<file path="src/rtl/adc_seq_pkg.sv">
package adc_seq_pkg;

   localparam int OSR_W = 14;

   typedef enum logic [1:0] {
      PH_SUPPLY = 2'd0,
      PH_SETTLE = 2'd1,
      PH_RUN    = 2'd2
   } seq_phase_t;

   function automatic logic [OSR_W-1:0] osr_period(input logic [2:0] code);
      if (code == 3'd7) return OSR_W'(16256);
      else              return OSR_W'(128) << code;
   endfunction

endpackage

</file>
<file path="src/rtl/adc_seq_osr_map.sv">
module adc_seq_osr_map
   import adc_seq_pkg::*;
(
   input  logic [2:0]       code,
   output logic [OSR_W-1:0] period
);
   localparam int N_CODES = 8;

   logic [OSR_W-1:0] table_q [N_CODES];

   for (genvar i = 0; i < N_CODES; i++) begin : g_tbl
      assign table_q[i] = osr_period(3'(i));
   end

   assign period = table_q[code];

endmodule

</file>
<file path="src/rtl/adc_seq_phase.sv">
module adc_seq_phase
   import adc_seq_pkg::*;
#(
   parameter int PWR_WAIT   = 1024,
   parameter int BASE_WAIT  = 256,
   parameter int EXTRA_WAIT = 44
) (
   input  logic clk,
   input  logic por_n,
   input  logic tick,
   input  logic restart,
   output logic run
);
   localparam int INIT_WAIT = BASE_WAIT + EXTRA_WAIT;
   localparam int MAX_WAIT  = (PWR_WAIT > INIT_WAIT) ? PWR_WAIT : INIT_WAIT;
   localparam int CW        = $clog2(MAX_WAIT + 1);

   seq_phase_t       phase_q;
   logic [CW-1:0]    cnt_q;
   logic [CW-1:0]    limit;

   always_comb begin
      limit = (phase_q == PH_SUPPLY) ? CW'(PWR_WAIT - 1) : CW'(INIT_WAIT - 1);
   end

   always_ff @(posedge clk or negedge por_n) begin
      if (!por_n) begin
         phase_q <= PH_SUPPLY;
         cnt_q   <= '0;
      end else if (restart) begin
         phase_q <= PH_SETTLE;
         cnt_q   <= '0;
      end else if (tick && phase_q != PH_RUN) begin
         if (cnt_q == limit) begin
            cnt_q   <= '0;
            phase_q <= (phase_q == PH_SUPPLY) ? PH_SETTLE : PH_RUN;
         end else begin
            cnt_q <= cnt_q + 1'b1;
         end
      end
   end

   assign run = (phase_q == PH_RUN);

   AST_RUN_ON_TICK: assert property (@(posedge clk) disable iff (!por_n)
      $rose(run) |-> $past(tick) && !$past(restart));
   AST_RESTART_STOPS: assert property (@(posedge clk) disable iff (!por_n)
      restart |=> !run);

endmodule

</file>
<file path="src/rtl/adc_seq_strobe.sv">
module adc_seq_strobe
   import adc_seq_pkg::*;
#(
   parameter int DRDY_LOW     = 4,
   parameter int FAST_OUTS    = 2,
   parameter int DISCARD_OUTS = 2
) (
   input  logic             clk,
   input  logic             por_n,
   input  logic             tick,
   input  logic             restart,
   input  logic             run,
   input  logic [OSR_W-1:0] period,
   output logic             drdy_n,
   output logic             fast_sel,
   output logic             data_valid
);
   localparam int OC_MAX = DISCARD_OUTS + 1;
   localparam int OCW    = $clog2(OC_MAX + 1);

   logic [OSR_W-1:0] per_q;
   logic [OCW-1:0]   outs_q;
   logic             valid_q;
   logic             out_evt;
   logic             clear;

   assign clear   = restart || !run;
   assign out_evt = run && tick && !restart && (per_q >= period - 1'b1);

   always_ff @(posedge clk or negedge por_n) begin
      if (!por_n)       per_q <= '0;
      else if (clear)   per_q <= '0;
      else if (tick)    per_q <= out_evt ? '0 : per_q + 1'b1;
   end

   always_ff @(posedge clk or negedge por_n) begin
      if (!por_n) begin
         outs_q  <= '0;
         valid_q <= 1'b0;
      end else if (restart) begin
         outs_q  <= '0;
         valid_q <= 1'b0;
      end else if (out_evt) begin
         if (outs_q == OCW'(DISCARD_OUTS)) valid_q <= 1'b1;
         if (outs_q < OCW'(OC_MAX))        outs_q  <= outs_q + 1'b1;
      end
   end

   if (DRDY_LOW == 1) begin : g_low_single
      always_ff @(posedge clk or negedge por_n) begin
         if (!por_n)        drdy_n <= 1'b1;
         else if (clear)    drdy_n <= 1'b1;
         else if (out_evt)  drdy_n <= 1'b0;
         else if (tick)     drdy_n <= 1'b1;
      end
   end else begin : g_low_count
      localparam int LW = $clog2(DRDY_LOW + 1);
      logic [LW-1:0] low_q;
      always_ff @(posedge clk or negedge por_n) begin
         if (!por_n) begin
            drdy_n <= 1'b1;
            low_q  <= '0;
         end else if (clear) begin
            drdy_n <= 1'b1;
            low_q  <= '0;
         end else if (out_evt) begin
            drdy_n <= 1'b0;
            low_q  <= LW'(DRDY_LOW);
         end else if (tick && low_q != '0) begin
            low_q <= low_q - 1'b1;
            if (low_q == LW'(1)) drdy_n <= 1'b1;
         end
      end
   end

   assign fast_sel   = run && (outs_q < OCW'(FAST_OUTS));
   assign data_valid = valid_q;

   AST_IDLE_HIGH: assert property (@(posedge clk) disable iff (!por_n)
      !run |-> drdy_n);
   AST_FALL_ON_TICK: assert property (@(posedge clk) disable iff (!por_n)
      $fell(drdy_n) |-> $past(tick) && $past(run));
   AST_VALID_WITH_EDGE: assert property (@(posedge clk) disable iff (!por_n)
      $rose(data_valid) |-> $fell(drdy_n));
   AST_FAST_VALID_EXCL: assert property (@(posedge clk) disable iff (!por_n)
      !(fast_sel && data_valid));
   AST_RESTART_CLEARS: assert property (@(posedge clk) disable iff (!por_n)
      restart |=> drdy_n && !data_valid);

endmodule

</file>
<file path="src/rtl/adc_start_sequencer.sv">
module adc_start_sequencer
   import adc_seq_pkg::*;
#(
   parameter int PWR_WAIT     = 1024,
   parameter int BASE_WAIT    = 256,
   parameter int EXTRA_WAIT   = 44,
   parameter int DRDY_LOW     = 4,
   parameter int FAST_OUTS    = 2,
   parameter int DISCARD_OUTS = 2
) (
   input  logic       clk,
   input  logic       por_n,
   input  logic       mod_tick,
   input  logic [2:0] osr_code,
   input  logic       cmd_rst,
   input  logic       pin_rst,
   output logic       filt_en,
   output logic       fast_sel,
   output logic       drdy_n,
   output logic       data_valid
);
   localparam int MIN_OSR = 128;

   if (PWR_WAIT < 1 || BASE_WAIT + EXTRA_WAIT < 1) begin : g_bad_wait
      $error("adc_start_sequencer: wait counts must be at least 1");
   end
   if (DRDY_LOW < 1 || DRDY_LOW >= MIN_OSR) begin : g_bad_low
      $error("adc_start_sequencer: DRDY_LOW must lie in 1..127");
   end
   if (FAST_OUTS > DISCARD_OUTS) begin : g_bad_fast
      $error("adc_start_sequencer: FAST_OUTS may not exceed DISCARD_OUTS");
   end

   logic             restart;
   logic             run;
   logic [OSR_W-1:0] period;

   assign restart = cmd_rst || pin_rst;

   adc_seq_osr_map u_map (
      .code   (osr_code),
      .period (period)
   );

   adc_seq_phase #(
      .PWR_WAIT   (PWR_WAIT),
      .BASE_WAIT  (BASE_WAIT),
      .EXTRA_WAIT (EXTRA_WAIT)
   ) u_phase (
      .clk     (clk),
      .por_n   (por_n),
      .tick    (mod_tick),
      .restart (restart),
      .run     (run)
   );

   adc_seq_strobe #(
      .DRDY_LOW     (DRDY_LOW),
      .FAST_OUTS    (FAST_OUTS),
      .DISCARD_OUTS (DISCARD_OUTS)
   ) u_strobe (
      .clk        (clk),
      .por_n      (por_n),
      .tick       (mod_tick),
      .restart    (restart),
      .run        (run),
      .period     (period),
      .drdy_n     (drdy_n),
      .fast_sel   (fast_sel),
      .data_valid (data_valid)
   );

   assign filt_en = run;

   AST_PERIOD_LEGAL: assert property (@(posedge clk) disable iff (!por_n)
      period >= OSR_W'(MIN_OSR));

endmodule

</file>
<file path="config.mk">
export PLATFORM = sky130hd
export DESIGN_NAME = adc_start_sequencer
export DESIGN_NICKNAME = d
export VERILOG_FILES = /design/src/rtl/adc_seq_pkg.sv /design/src/rtl/adc_seq_osr_map.sv /design/src/rtl/adc_seq_phase.sv /design/src/rtl/adc_seq_strobe.sv /design/src/rtl/adc_start_sequencer.sv
export SDC_FILE = /design/constraint.sdc
export NUM_CORES = 1
export LEC_CHECK = 0
export BUFFER_PORTS_ARGS = -buffer_cell sky130_fd_sc_hd__buf_4
export CORE_UTILIZATION = 37
export DETAILED_ROUTE_END_ITERATION = 10
export GPL_TIMING_DRIVEN = 0
export MAX_ROUTING_LAYER = met4
export PLACE_DENSITY = 0.54
export SLEW_MARGIN = 15
export SYNTH_ARGS = -nofsm -noshare
export SYNTH_HDL_FRONTEND = slang
export SYNTH_SLANG_ARGS = --single-unit
</file>
<file path="constraint.sdc">
create_clock -name clk -period 2.3 [get_ports clk]
set_input_delay 0.23 -clock clk [delete_from_list [all_inputs] [get_ports clk]]
set_output_delay 0.23 -clock clk [all_outputs]
set_load 0.005 [all_outputs]
</file>
==> results of run 1 <==
==> cell families (layout without fill, tap and decap cells) <==
logic type	Yosys count	count (layout)	synth area share
xor gates and xnor gates	3	3	0.01084
muxes	7	7	0.02941
buffers and inverters	29	63	0.04902
and+or+nand+nor	129	129	0.3070
DFF	34	34	0.3514
adders and majority gates	20	20	0.1032
AOI/OAI and AO/OA	58	58	0.1491
==> through the flow <==
| stage | worst slack, ns | area (µm²) | hold WS, ns | instances |
|---|---|---|---|---|
| 3_5_place_dp | -1.220 | 2649 | 0.2236 | 366 |
| 5_1_grt | -0.7117 | 3013 | 0.3528 | 391 |
| 4_1_cts | -0.5959 | 2950 | 0.3261 | 389 |
| 2_1_floorplan | -0.5375 | 2485 | -0.06559 | 280 |
| 6_report | -0.5932 | 3013 | 0.3310 | 391 |
| 3_3_place_gp | -1.244 | 2649 | 0.2245 | 366 |
==> repair_timing <==
action                     CTS  global route
gates cloned                 1             0
pin swaps                    7            17
gates resized for setup     24            17
setup buffers               13             6
hold endpoints to repair    33             0
hold buffers                 1             0
setup endpoints to repair   21            21
==> routing by layer <==
metal | up-vias | track usage
li1 | 1117 | -
met1 | 1087 | 0.2703
met2 | 53 | 0.2787
met3 | 4 | 0.02883
met4 | 0 | 0.04859
met5 | - | -
==> final timing paths <==
check,from,endpoint,cells past startpoint
max,osr_code[0],u_strobe.per_q[7]$_DFFE_PN0P_,17
min,cmd_rst,u_strobe.drdy_n$_DFFE_PN1P_,4
max reg2reg,u_strobe.per_q[11]$_DFFE_PN0P_,u_strobe.per_q[7]$_DFFE_PN0P_,7
min reg2reg,u_strobe.data_valid$_DFFE_PN0P_,u_strobe.data_valid$_DFFE_PN0P_,1
max in group asynchronous,por_n,u_strobe.drdy_n$_DFFE_PN1P_,2
min in group asynchronous,por_n,u_phase.cnt_q[8]$_DFFE_PN0P_,2
==> tightest hold or removal path, cell delays in order <==
cell	delay, ns
buf_4	0.08
or2_2	0.12
nor2_1	0.07
o21ai_1	0.07
==> state kept, by name, summed over array words and instances (netlist names) <==
signal and cells:
u_strobe.per_q 14, u_strobe.data_valid 1, u_strobe.g_low_count.low_q 3, u_phase.cnt_q 11, u_strobe.drdy_n 1, u_phase.phase_q 2, u_strobe.outs_q 2
==> layout make-up <==
class | count | area (µm²)
repair buffers | 28 | 246.5
flip-flops and latches | 34 | 852.1
well taps | 77 | 96.34
plain buffers | 12 | 57.56
fillers | 615 | 3337
inverters | 15 | 62.56
multi-input cells | 217 | 1608
clock buffers | 8 | 90.09
==> Yosys cell counts, types with 2 or more instances <==
library cell	instances	share of area
o41ai_1	2	0.0072
dfrtp_1	33	0.34
nor3_1	5	0.010
a21oi_1	12	0.025
clkbuf_1	10	0.015
nand3_1	31	0.064
o21ai_0	11	0.023
or4_1	2	0.0062
mux2i_1	6	0.025
xnor2_1	2	0.0072
nand4_1	14	0.036
nand2_1	31	0.048
inv_1	15	0.023
ha_1	20	0.10
a31oi_1	15	0.039
and4_1	4	0.014
nor3_2	2	0.0083
nor2_1	13	0.020
nand3b_1	2	0.0062
o21ai_1	3	0.0062
nor2b_1	2	0.0052
o22ai_1	2	0.0052
nand4b_1	4	0.014
nor4_1	3	0.0077
buf_2	2	0.0041
and3_1	4	0.010
or4b_1	4	0.017
o21a_1	4	0.012
==> power by group <==
part	switching (mW)	leakage (nW)	internal, mW
clock network	0.220	0.0455	0.244
logic	0.0960	0.724	0.0686
registers	0.00344	0.465	0.601
==> impl_metrics.json, run 1 <==
{
  "crit_family": "simple AND/OR/NAND/NOR gates",
  "cp-start-kind": "input port",
  "vias": 2261,
  "critPathCaptureType": "flip-flop",
  "period_minus_slack_ns": 2.893,
  "rsz0062_at_grt": "yes",
  "die_y_um": 82.96,
  "min_path_type": "input port to flip-flop",
  "required_ns": 2.50,
  "wl_per_cell_um": 15.74,
  "seq_area_frac_synth": 0.3514,
  "maxCapViolCount": 0,
  "p_per_area_nw_per_um2": 409.3,
  "synth_fp_nets": 308,
  "worst_pin_slew_ns": 0.6935,
  "ir_worst_vdd_uv": 242.4,
  "slowest_delay_ns": 0.43,
  "r2r_slack_ns": 0.01,
  "wl_met1_mm": 2.978,
  "drc": 0,
  "post-route-util": 0.4745,
  "grt_pass1_vias": 2093,
  "criticalPathCategory": "input port to flip-flop",
  "violations": "setup timing",
  "fmax_mhz": 345.6,
  "synth_cell_types": 50,
  "diodes": 0,
  "synth-seq-cells": 34,
  "crit_buf_inv": 5,
  "rows": 29,
  "total_power_mw": 1.233,
  "cts-htree-levels": 2,
  "clkSinkCount": 34,
  "ios": 12,
  "async_flop_share": 1.000,
  "grt-ovfl-total": 0,
  "core_um2": 6350,
  "top_layer": "met4",
  "setup_ws_ns": -0.5932,
  "grt_pass1_wl_mm": 10.32,
  "cts_buffers": 5,
  "synth_area_um2": 2425,
  "die_w_um": 82.96,
  "port_buffers": 9,
  "drive_gt1_frac": 0.2261,
  "dp_hpwl_mm": 3.979,
  "synth-edff-count": 0,
  "gp_congestion": 0.7838,
  "timing.final.crit_share": 1.258,
  "area_growth_pct": 24.25,
  "leakagePower_nw": 1.234,
  "layout.nets": 341,
  "slew_headroom": 0.5377,
  "dieArea_um2": 6882,
  "routed-wl-met2_mm": 2.822,
  "status": "finished with violations",
  "insertion_delay_ns": 0.29,
  "wl_met3_um": 311,
  "drt-initial-drc-count": 94,
  "grt_antenna_before_repair": 0,
  "antenna_left": 0,
  "initial_core_util": 0.3819,
  "cts.path.max_buffers": 2,
  "wl_mm": 6.153,
  "cts_root_buf": "clkbuf_8",
  "layout_commonest_cell": "dfrtp_1",
  "grt_start_max_net_pins": 35,
  "slew_viol_final": 0,
  "dr.pass1.iters": 4,
  "layout.cells.most_common_list": "dfrtp_1 (33), nand2_1 (31), nand3_1 (29)",
  "hold_violations": 0,
  "fin_tns_setup_ns": -9.347,
  "synth_flop_cell": "dfrtp_1",
  "viasPerCell": 5.783,
  "synthCells": 280,
  "cp_cell_sequence": "buf_8 > clkinvlp_4 > ha_4 > mux2_4 > inv_4 > ha_4 > and3b_2 > nand3_2 > a32oi_2 > ha_1 > nand4_1 > buf_6 > nor4_4 > nor3_4 > buf_6 > or4b_1 > a31oi_1",
  "ys_warn_count": 0,
  "worstPathArrival_ns": 3.09,
  "slowest_stage": "or4b_1",
  "cp_max_fo": 6,
  "cts_tree": "built",
  "grt.total_usage": 0.1886,
  "syn_area_per_cell_um2": 8.660,
  "clk_pin_slew_ns": 0.07,
  "final.setup_skew_ns": 0.01163,
  "setup_viol": 21
}
Note: power is estimated with default switching activity, not from simulation.
==> run 2: changes to the inputs <==
CORE_ASPECT_RATIO = 0.8   (was not set)
==> run 2 against run 1 <==
Against the previous run: the run still ends with setup timing left; clock skew grew 0.00060 ns; power is essentially flat; critical endpoint is now u_strobe.per_q[13]$_DFFE_PN0P_; final area grew 1.3%; worst setup slack lost 0.063 ns; first-iteration DRC count shrank 2.1%; cell count grew 1.8%; via count grew 2.0%; hold slack lost 0.00056 ns.
==> impl_metrics.json, run 2 (synthesized netlist as in run 1, its figures left out) <==
{
  "required_ns": 2.50,
  "worstPathArrival_ns": 3.16,
  "drive_gt1_frac": 0.2303,
  "dr.pass1.iters": 4,
  "maxCapViolCount": 0,
  "ir_worst_vdd_uv": 255.9,
  "rsz0062_at_grt": "yes",
  "rows": 25,
  "vias": 2306,
  "rr_worst_depth": 7,
  "seq_power_share": 0.489,
  "top_register": "u_strobe.per_q",
  "initial_core_util": 0.3975,
  "status": "finished with violations",
  "timing.final.crit_share": 1.285,
  "hold_violations": 0,
  "cp_max_fo": 4,
  "cts_tree": "built",
  "min_path_cells": 4,
  "holdWs_ns": 0.3305,
  "layout.cells.most_common_list": "dfrtp_1 (33), nand2_1 (31), nand3_1 (26)",
  "period_minus_slack_ns": 2.956,
  "worst_pin_slew_ns": 0.6753,
  "reg.largest.list": "u_strobe.per_q (14), u_phase.cnt_q (11), u_strobe.g_low_count.low_q (3)",
  "grt_start_max_net_pins": 35,
  "critPathCaptureType": "flip-flop",
  "grt.total_usage": 0.2110,
  "wl_per_cell_um": 16.26,
  "grt-busiest-layer": "met1",
  "violations": "setup timing",
  "fin_cells": 398,
  "grt_pass1_wl_mm": 10.89,
  "grt_antenna_before_repair": 0,
  "antenna_left": 0,
  "drc": 0,
  "drt-initial-drc-count": 92,
  "critPathMostFrequentCell": "ha_4",
  "post-route-util": 0.5005,
  "grt_pass1_vias": 2133,
  "setup_ws_ns": -0.6561,
  "r2r_start": "u_strobe.per_q[9]$_DFFE_PN0P_",
  "fmax_mhz": 338.3,
  "viasPerCell": 5.794,
  "criticalPathCategory": "input port to flip-flop",
  "clkSinkCount": 34,
  "crit_buf_inv": 5,
  "gp_congestion": 0.8298,
  "hp-start": "cmd_rst",
  "layout_commonest_cell": "dfrtp_1",
  "setup_viol": 21,
  "insertion_delay_ns": 0.30,
  "area_growth_pct": 25.90,
  "largest_reg_flops": 14,
  "p_per_area_nw_per_um2": 404.1,
  "gr-usage-met3": 0.03374,
  "slew_viol_final": 0,
  "diodes": 0,
  "cp-start-kind": "input port",
  "final.setup_skew_ns": 0.01224,
  "dp.cells": 370,
  "min_path_type": "input port to flip-flop",
  "slowest_delay_ns": 0.43,
  "intPower_mw": 0.8915,
  "grt-ovfl-total": 0,
  "cts_root_buf": "clkbuf_8",
  "dp_hpwl_mm": 4.357,
  "r2r-end": "u_strobe.outs_q[0]$_DFFE_PN0P_",
  "clk_pin_slew_ns": 0.07,
  "die_w_um": 92.51,
  "cts_buffers": 5,
  "cts.path.max_buffers": 2,
  "leakagePower_nw": 1.252,
  "pwr-share-clk": 0.360,
  "crit_family": "simple AND/OR/NAND/NOR gates",
  "ios": 12,
  "min_to": "u_strobe.drdy_n$_DFFE_PN1P_",
  "slew_headroom": 0.5498,
  "cts-htree-levels": 2,
  "power.switching_fraction": 0.2773,
  "layout.nets": 344,
  "p_comb_frac": 0.150,
  "grt_use_met2": 0.3021,
  "core_um2": 6100,
  "wl_mm": 6.470,
  "cp_cell_sequence": "buf_8 > clkinvlp_4 > ha_4 > mux2_4 > inv_4 > ha_4 > and3b_2 > buf_6 > xnor2_4 > ha_4 > a211oi_4 > o21bai_4 > nor3_4 > buf_4 > or4b_1 > a31oi_1",
  "port_buffers": 9,
  "die_y_um": 74.41,
  "r2r_slack_ns": 0.02,
  "total_power_mw": 1.234,
  "dieArea_um2": 6883,
  "netSwitchingPower_mw": 0.3421,
  "use_met1": 0.3045,
  "slowest_stage": "or4b_1"
}
## run 2: power by group through the flow
stage / clock network (mW) / logic [mW] / registers (mW)
2_1_floorplan: 0 / 0.0923 / 0.615
3_3_place_gp: 0 / 0.139 / 0.615
3_5_place_dp: 0 / 0.139 / 0.615
4_1_cts: 0.456 / 0.157 / 0.604
5_1_grt: 0.476 / 0.205 / 0.604
6_report: 0.444 / 0.185 / 0.604
## run 2: metal layers
layer,vias up,part of all wire,wire (µm)
met3,10,0.052,334
met5,-,0,0
met2,54,0.41,2678
met1,1117,0.52,3369
li1,1125,-,-
met4,0,0.014,88
## run 2: metrics by stage
| stage | area (µm²) | setup TNS (ns) | setup WS [ns] |
|---|---|---|---|
| detailed placement | 2654 | -22.64 | -1.230 |
| finish | 3053 | -9.907 | -0.6561 |
| floorplan | 2485 | -9.631 | -0.5375 |
| global placement | 2654 | -22.96 | -1.261 |
| global route | 3053 | -12.74 | -0.8068 |
| CTS | 2983 | -10.30 | -0.6900 |
## run 2: how the worst max path moves through the flow
| stage | from | end | depth (start not counted) |
|---|---|---|---|
| finish | osr_code[0] | u_strobe.per_q[13]$_DFFE_PN0P_ | 16 |
| global route | osr_code[0] | u_strobe.per_q[7]$_DFFE_PN0P_ | 16 |
| CTS | osr_code[0] | u_strobe.per_q[13]$_DFFE_PN0P_ | 17 |
| detailed placement | osr_code[0] | u_strobe.per_q[10]$_DFFE_PN0P_ | 16 |
| global placement | osr_code[0] | u_strobe.per_q[10]$_DFFE_PN0P_ | 16 |
| floorplan | osr_code[0] | u_strobe.per_q[7]$_DFFE_PN0P_ | 14 |
## run 2: tightest hold or removal path, cell delays in order
cell,delay [ns]
buf_4,0.08
or2_2,0.14
nor2_1,0.09
o21ai_2,0.06
## run 2: cell type report
cell class,instances,area (µm²)
buffer,13,71.32
clock buffer,6,72.57
clock inverter,2,10.01
fill,598,3047
inverter,15,62.56
multi-input combinational,217,1625
sequential,34,852.1
tap,81,101.3
timing repair buffer,30,257.7
## run 2: repair_timing
item | 4_1_cts | 5_1_grt
hold buffers | 1 | 0
gates resized for setup | 28 | 11
setup endpoints to repair | 21 | 21
gates cloned | 1 | 0
pin swaps | 13 | 14
buffers inserted | 14 | 6
endpoints found under the hold margin | 33 | 0
==> run 3: changes to the inputs <==
HOLD_SLACK_MARGIN = 0.02   (was not set)
MAX_ROUTING_LAYER = not set   (was met4)
SETUP_SLACK_MARGIN = 0.2   (was not set)
==> run 3 against run 2 <==
Against the previous run: the flow still finishes with violations (setup timing); register-to-register slack worse by 0.02 ns; final area rose by 1.7%; sequential share of layout area is 0.46 points lower; flip-flop and latch count did not move; non-clock buffer count up 2; power about the same; sequential power hardly changed; die area stayed put; via count grew 0.74%; hold slack improved by 0.0038 ns; critical path type unchanged.
==> impl_metrics.json, run 3 (synthesized netlist as in run 1, its figures left out) <==
{
  "layout.cells.most_common_list": "dfrtp_1 (33), nand2_1 (31), nand3_1 (25)",
  "gp_congestion": 0.8177,
  "leakagePower_nw": 1.274,
  "ios": 12,
  "maxCapViolCount": 0,
  "required_ns": 2.51,
  "crit_buf_inv": 5,
  "clk_pin_slew_ns": 0.07,
  "p_per_area_nw_per_um2": 397.5,
  "cp_cell_sequence": "buf_8 > clkinvlp_4 > buf_4 > ha_1 > mux2i_1 > and3b_2 > buf_6 > xnor2_4 > ha_4 > a211oi_4 > o21bai_4 > nor3_4 > buf_4 > or4b_1 > a31oi_1",
  "diodes": 0,
  "dp.cells": 370,
  "grt_pass1_wl_mm": 10.89,
  "top_register": "u_strobe.per_q",
  "rsz0062_at_grt": "yes",
  "worstPathArrival_ns": 3.17,
  "rows": 25,
  "hold_violations": 0,
  "antenna_left": 0,
  "pre_cts_slack_ns": -1.230,
  "cts_tree": "built",
  "dr.pass1.iters": 5,
  "grt_antenna_before_repair": 0,
  "ir_worst_vdd_uv": 256.5,
  "largest_reg_flops": 14,
  "min_path_type": "input port to flip-flop",
  "cp-start-kind": "input port",
  "crit_family": "simple AND/OR/NAND/NOR gates",
  "cts_root_buf": "clkbuf_8",
  "fin_tns_setup_ns": -10.36,
  "die_w_um": 92.51,
  "grt_start_max_net_pins": 35,
  "grt.total_usage": 0.2043,
  "core_um2": 6100,
  "cp_max_fo": 4,
  "final.setup_skew_ns": 0.01266,
  "drc": 0,
  "grt_pass1_vias": 2137,
  "fmax_mhz": 337.3,
  "cts-htree-levels": 2,
  "critPathMostFrequentCell": "buf_4",
  "area_growth_pct": 28.02,
  "vias": 2323,
  "critPathCaptureType": "flip-flop",
  "grt-ovfl-total": 0,
  "total_power_mw": 1.234,
  "fin_cells": 400,
  "cts_buffers": 5,
  "drive_gt1_frac": 0.2414,
  "worst_pin_slew_ns": 0.6362,
  "port_buffers": 9,
  "slowest_stage": "or4b_1",
  "final_cell_area_um2": 3104,
  "initial_core_util": 0.3975,
  "dp_hpwl_mm": 4.357,
  "period_minus_slack_ns": 2.965,
  "nFillCells": 592,
  "slowest_delay_ns": 0.43,
  "timing.final.crit_share": 1.289,
  "violations": "setup timing",
  "layout_commonest_cell": "dfrtp_1",
  "setup_viol": 21,
  "wl_per_cell_um": 16.35,
  "insertion_delay_ns": 0.30,
  "reg.largest.list": "u_strobe.per_q (14), u_phase.cnt_q (11), u_strobe.g_low_count.low_q (3)",
  "clkSinkCount": 34,
  "criticalPathCategory": "input port to flip-flop",
  "dieArea_um2": 6883,
  "holdWs_ns": 0.3343,
  "post-route-util": 0.5089,
  "cts.path.max_buffers": 2,
  "slew_viol_final": 0,
  "wl_mm": 6.538,
  "layout.nets": 346,
  "status": "finished with violations",
  "place_area_um2": 2654,
  "drt-initial-drc-count": 107,
  "viasPerCell": 5.808,
  "setup_ws_ns": -0.6646,
  "die_y_um": 74.41,
  "slew_headroom": 0.5759
}
[run 3: worst paths after layout]
kind,start,end,slack (ns),cells after the start
max,osr_code[0],u_strobe.per_q[13]$_DFFE_PN0P_,-0.66,15
min,cmd_rst,u_strobe.drdy_n$_DFFE_PN1P_,0.33,4
max reg2reg,u_strobe.per_q[9]$_DFFE_PN0P_,u_strobe.outs_q[0]$_DFFE_PN0P_,0,7
min reg2reg,u_strobe.data_valid$_DFFE_PN0P_,u_strobe.data_valid$_DFFE_PN0P_,0.52,1
max in group asynchronous,por_n,u_strobe.drdy_n$_DFFE_PN1P_,1.52,2
min in group asynchronous,por_n,u_phase.cnt_q[4]$_DFFE_PN0P_,0.42,2
[run 3: worst min-delay path: stages]
cell and delay (ns):
buf_4 0.08, or2_2 0.14, nor2_1 0.09, o21ai_2 0.06
[run 3: metal layers]
layer | vias to the layer above | track usage | share of wire | routed length (µm)
met5 | - | 0 | 0 | 0
met2 | 56 | 0.3045 | 0.42 | 2761
met4 | 0 | 0.06250 | 0.013 | 83
li1 | 1129 | - | - | -
met3 | 10 | 0.03374 | 0.041 | 265
met1 | 1128 | 0.3026 | 0.52 | 3429
[run 3: cell type report]
| type | count | area [µm²] | share of cell area |
|---|---|---|---|
| Tap cell | 81 | 101.3 | 0.03265 |
| Clock buffer | 6 | 72.57 | 0.02338 |
| Buffer | 14 | 86.33 | 0.02781 |
| Inverter | 15 | 62.56 | 0.02015 |
| Timing Repair Buffer | 31 | 285.3 | 0.09190 |
| Clock inverter | 2 | 10.01 | 0.003225 |
| Multi-Input combinational cell | 217 | 1634 | 0.5264 |
| Sequential cell | 34 | 852.1 | 0.2745 |
[run 3: power breakdown]
group | switching, mW | leakage (nW) | internal (mW)
sequential | 0.00330 | 0.465 | 0.600
combinational | 0.104 | 0.764 | 0.0814
clock | 0.235 | 0.0450 | 0.210
[run 3: timing repair]
action | CTS | global route
gates resized for setup | 28 | 13
hold buffers | 1 | 0
setup endpoints to repair | 21 | 30
setup buffers | 14 | 6
gates cloned | 1 | 0
hold endpoints to repair | 33 | 0
pin swaps | 13 | 12
